===== src/rtl/pmp_chk_pkg.sv =====
package pmp_chk_pkg;

    typedef struct packed {
        logic       valid;
        logic       grant;
        logic [2:0] allow;
        logic       uniform;
    } pmp_rsp_t;

    localparam logic [2:0] PM_NONE = 3'b000;
    localparam logic [2:0] PM_R    = 3'b100;
    localparam logic [2:0] PM_RW   = 3'b110;
    localparam logic [2:0] PM_X    = 3'b001;
    localparam logic [2:0] PM_RX   = 3'b101;
    localparam logic [2:0] PM_RWX  = 3'b111;

    // Lockdown-mode mapping for a machine-level requester
    function automatic logic [2:0] lockdown_mach(input logic [3:0] code);
        logic [2:0] m;
        case (code)
            4'd2, 4'd3, 4'd14:  m = PM_RW;
            4'd9, 4'd10:        m = PM_X;
            4'd11, 4'd13:       m = PM_RX;
            4'd12, 4'd15:       m = PM_R;
            default:            m = PM_NONE;
        endcase
        return m;
    endfunction

    // Lockdown-mode mapping for a lower-level requester
    function automatic logic [2:0] lockdown_user(input logic [3:0] code);
        logic [2:0] m;
        case (code)
            4'd1, 4'd10, 4'd11: m = PM_X;
            4'd2, 4'd4, 4'd15:  m = PM_R;
            4'd3, 4'd6:         m = PM_RW;
            4'd5:               m = PM_RX;
            4'd7:               m = PM_RWX;
            default:            m = PM_NONE;
        endcase
        return m;
    endfunction

endpackage


===== src/rtl/pmp_rule_select.sv =====
module pmp_rule_select
    import pmp_chk_pkg::*;
#(
    parameter int N = 8
) (
    input  logic [N-1:0]   full_i,
    input  logic [N-1:0]   partial_i,
    input  logic [N-1:0]   pg_cover_i,
    input  logic [N-1:0]   pg_touch_i,
    input  logic [N*4-1:0] code_i,
    input  logic [2:0]     perm_i,
    input  logic           mach_i,
    input  logic           mml_i,
    input  logic           mmwp_i,
    output logic           grant_o,
    output logic [2:0]     allow_o,
    output logic           straddle_o,
    output logic           matched_o,
    output logic           uniform_o
);
    logic       decided, pg_seen;
    logic [3:0] sel_code;

    always_comb begin
        decided    = 1'b0;
        straddle_o = 1'b0;
        matched_o  = 1'b0;
        sel_code   = 4'd0;
        for (int i = 0; i < N; i++) begin
            if (!decided && partial_i[i]) begin
                straddle_o = 1'b1;
                decided    = 1'b1;
            end else if (!decided && full_i[i]) begin
                matched_o  = 1'b1;
                sel_code   = code_i[i*4 +: 4];
                decided    = 1'b1;
            end
        end

        pg_seen   = 1'b0;
        uniform_o = 1'b1;
        for (int i = 0; i < N; i++) begin
            if (!pg_seen && pg_touch_i[i]) begin
                uniform_o = pg_cover_i[i];
                pg_seen   = 1'b1;
            end
        end

        allow_o = PM_NONE;
        grant_o = 1'b0;
        if (straddle_o) begin
            allow_o = PM_NONE;
            grant_o = 1'b0;
        end else if (matched_o) begin
            if (!mml_i)
                allow_o = (mach_i && !sel_code[3]) ? PM_RWX : sel_code[2:0];
            else if (mach_i)
                allow_o = lockdown_mach(sel_code);
            else
                allow_o = lockdown_user(sel_code);
            grant_o = ((perm_i & allow_o) == perm_i);
        end else if (mmwp_i) begin
            allow_o = PM_NONE;
            grant_o = 1'b0;
        end else if (mml_i) begin
            grant_o = mach_i && !perm_i[0];
            allow_o = grant_o ? PM_RW : PM_NONE;
        end else begin
            grant_o = mach_i;
            allow_o = mach_i ? PM_RWX : PM_NONE;
        end
    end
endmodule


===== config.mk =====
export PLATFORM = sky130hd
export DESIGN_NAME = pmp_rule_select
export DESIGN_NICKNAME = d
export VERILOG_FILES = /design/src/rtl/pmp_chk_pkg.sv /design/src/rtl/pmp_rule_select.sv
export SDC_FILE = /design/constraint.sdc
export NUM_CORES = 1
export LEC_CHECK = 0
export ABC_AREA = 1
export BUFFER_PORTS_ARGS = -buffer_cell sky130_fd_sc_hd__buf_2
export CORE_ASPECT_RATIO = 0.7
export CORE_UTILIZATION = 39
export DETAILED_ROUTE_END_ITERATION = 6
export PLACE_DENSITY = 0.86
export SYNTH_ARGS = -nofsm -noshare
export SYNTH_HDL_FRONTEND = slang
export SYNTH_SLANG_ARGS = --single-unit

===== constraint.sdc =====
create_clock -name vclk -period 1.76
set_input_delay 0.088 -clock vclk [all_inputs]
set_output_delay 0.088 -clock vclk [all_outputs]
set_load 0.005 [all_outputs]

==> impl_metrics.tcl <==
set metrics [dict create \
    worst_slack_ns -0.3811 \
    total_power_mw 0.3381 \
    crit_buf_inv 5 \
    yosysUniqueCellTypes 31 \
    max_cap_violations 0 \
    p_comb_share_pct 100.0 \
    worstPathRequired_ns 1.67 \
    crit_type "in -> out" \
    path_common_cell "nand2_1" \
    violations "setup timing" \
    yosysMostFrequentCell "nand2_1" \
    routed_wl_um 4180 \
    grt_max_degree 11 \
    hold_viol 0 \
    drc 0 \
    switchingPower_mw 0.1788 \
    grt_pass1_vias 1446 \
    regArea_um2 0 \
    gr-usage-all-layers_pct 25.15 \
    overflow 0 \
    worst-slew-pin-transition_ns 0.4124 \
    dpl.hpwl_um 3025 \
    rows 15 \
    cpPeakStageDelay_ns 0.19 \
    start_util_pct 42.57 \
    firstDrtPassIters 5 \
    syn_inst 215 \
    io_pins 77 \
    syn_area_per_cell_um2 5.016 \
    dp_cells 345 \
    wire_per_inst_um 11.88 \
    antenna_found_initial 0 \
    outcome "complete, but fails checks" \
    core_area_um2 2534 \
    use_met2_pct 45.21 \
    critical_path.cell_chain "buf_2 > nor2_2 > inv_2 > nor2_8 > nand3_4 > buf_4 > nor3_1 > buf_4 > a21oi_4 > nand2_4 > nand3_2 > nand2_1 > nand2_1 > nand2_1 > nand2_2 > nand2_1 > nand3_1 > nor2_1 > buf_2" \
    finalCriticalPeriod_ns 2.141 \
    slowest_stage "nor2_8" \
    final_cells 352 \
    routed_via_density 5.153 \
    slew_headroom_pct 72.40 \
    syn2layout_area_growth_pct 71.00 \
    synthTopCellsByCount "nand2_1, inv_1, nand3_1, nor2_1, nand4_1" \
    drv_slew 0 \
    path_max_fanout 5 \
    irDropWorstVdd_mv 0.1367 \
    fin_nets 390 \
    seq_area_frac_synth_pct 0 \
    clkbuf_count 0 \
    die_area_um2 2983 \
    setup_viol_count_final 4 \
    nFlopsAndLatches 0 \
    grt_pass1_wl_um 6037 \
    critPathLaunchType "input port" \
    io_buffers 77 \
    dr.first_iter.drc_count 134 \
    placedInstanceArea_um2 1652 \
    num-fill-cells 197 \
    rsz0062_at_grt "yes" \
    dieHeight_um 46 \
    ys_top_cells_by_area "nand2_1, inv_1, nand3_1" \
    gp_congestion 0.9288 \
    synth_fp_nets 285 \
    critPathArrivalTime_ns 2.05 \
    final_util_pct 72.79 \
    finalSetupTns_ns -1.338 \
    power_density_nw_per_um2 183.3 \
    internal-power_mw 0.1592 \
    postRouteAntennaNets 0 \
    via_count 1814 \
    diodes 0 \
    busiest_layer "met2" \
    yosys_warnings 0 \
    min_period_over_period_pct 121.7 \
    clock.fmax_ghz 0.4670 \
    drive_gt1_share_pct 44.97 \
    dieWidth_um 64.86 \
    hold_path_class "in -> out" \
    gr-usage-met3_pct 1.500 \
    cp-end-kind "output port" \
    p_clk_share_pct 0 \
    yosysTopAreaCell "nand2_1" \
    p_leak_nw 1.104 \
    seq_power_share_pct 0 \
    yosysTopAreaCellShare_pct 24.01 \
    final_cell_area_um2 1844 \
    grtUsageMet1_pct 34.30 \
    cpLargestDelayFamily "simple AND/OR/NAND/NOR gates" \
    synth_area_um2 1079 \
    sw_frac_of_total_pct 52.89 \
]
cell usage in the layout (no fill, tap or decap), drive strengths merged:
| master | netlist | layout |
|---|---|---|
| a2111oi | 1 | 1 |
| a21boi | 2 | 2 |
| a21oi | 7 | 7 |
| a221oi | 1 | 1 |
| a311oi | 1 | 1 |
| buf | 1 | 103 |
| inv | 37 | 37 |
| mux2i | 1 | 1 |
| nand2 | 74 | 74 |
| nand3 | 30 | 30 |
| nand3b | 1 | 1 |
| nand4 | 9 | 9 |
| nor2 | 34 | 35 |
| nor3 | 3 | 3 |
| nor3b | 1 | 1 |
| o21a | 1 | 1 |
| o21ai | 3 | 3 |
| o21bai | 1 | 1 |
| o221ai | 1 | 1 |
| o311ai | 1 | 1 |
| or2 | 5 | 5 |
worst min-delay path, stage by stage:
cell and delay (ns):
buf_2 0.09, nand2_1 0.06, a311oi_1 0.08, buf_2 0.12
logic make-up after synthesis:
| family | count (synthesis) | synth area share (%) |
|---|---|---|
| simple gates | 157 | 73.20 |
| buf+inv | 38 | 13.34 |
| compound gates | 19 | 12.53 |
| mux | 1 | 0.9281 |
power groups by stage:
stage               Clock, mW  Combinational, mW  Sequential [mW]
finish                      0              0.338                0
detailed placement          0              0.292                0
CTS                         0              0.313                0
global placement            0              0.288                0
global route                0              0.368                0
floorplan                   0              0.137                0
per-stage QoR:
stage                     setup WS, ns  hold slack, ns
after floorplan               0.008085          0.3049
after global placement         -0.3325          0.5206
after detailed placement       -0.3985          0.5194
after CTS                      -0.2777          0.5190
after global routing           -0.5225          0.5342
final                          -0.3811          0.5222
area by class of cell:
type	instances	area [µm²]	area share [%]
timing repair buffer	103	616.8	33.45
inverter	37	141.4	7.666
tap	34	42.54	2.307
multi-input combinational	178	1044	56.58
metal layers:
metal  vias to the layer above  part of all wire (%)  routed length (µm)
met5                         -                     0                   0
met4                         0                   1.3                  55
met3                         8                   9.4                 393
met2                       116                    48                1991
met1                       787                    42                1739
li1                        903                     -                   -
repair_timing:
action	in CTS	in global routing
hold buffers	0	0
gates cloned	1	0
pin swaps	8	20
gates resized for setup	20	20
setup endpoints to repair	4	5
buffers inserted	3	3
final timing paths:
check             slack (ns)         to     startpoint  depth (start not counted)
setup / recovery       -0.38    grant_o   partial_i[3]                         19
hold / removal          0.52  uniform_o  pg_cover_i[2]                          4
(Power assumes the default switching activity.)
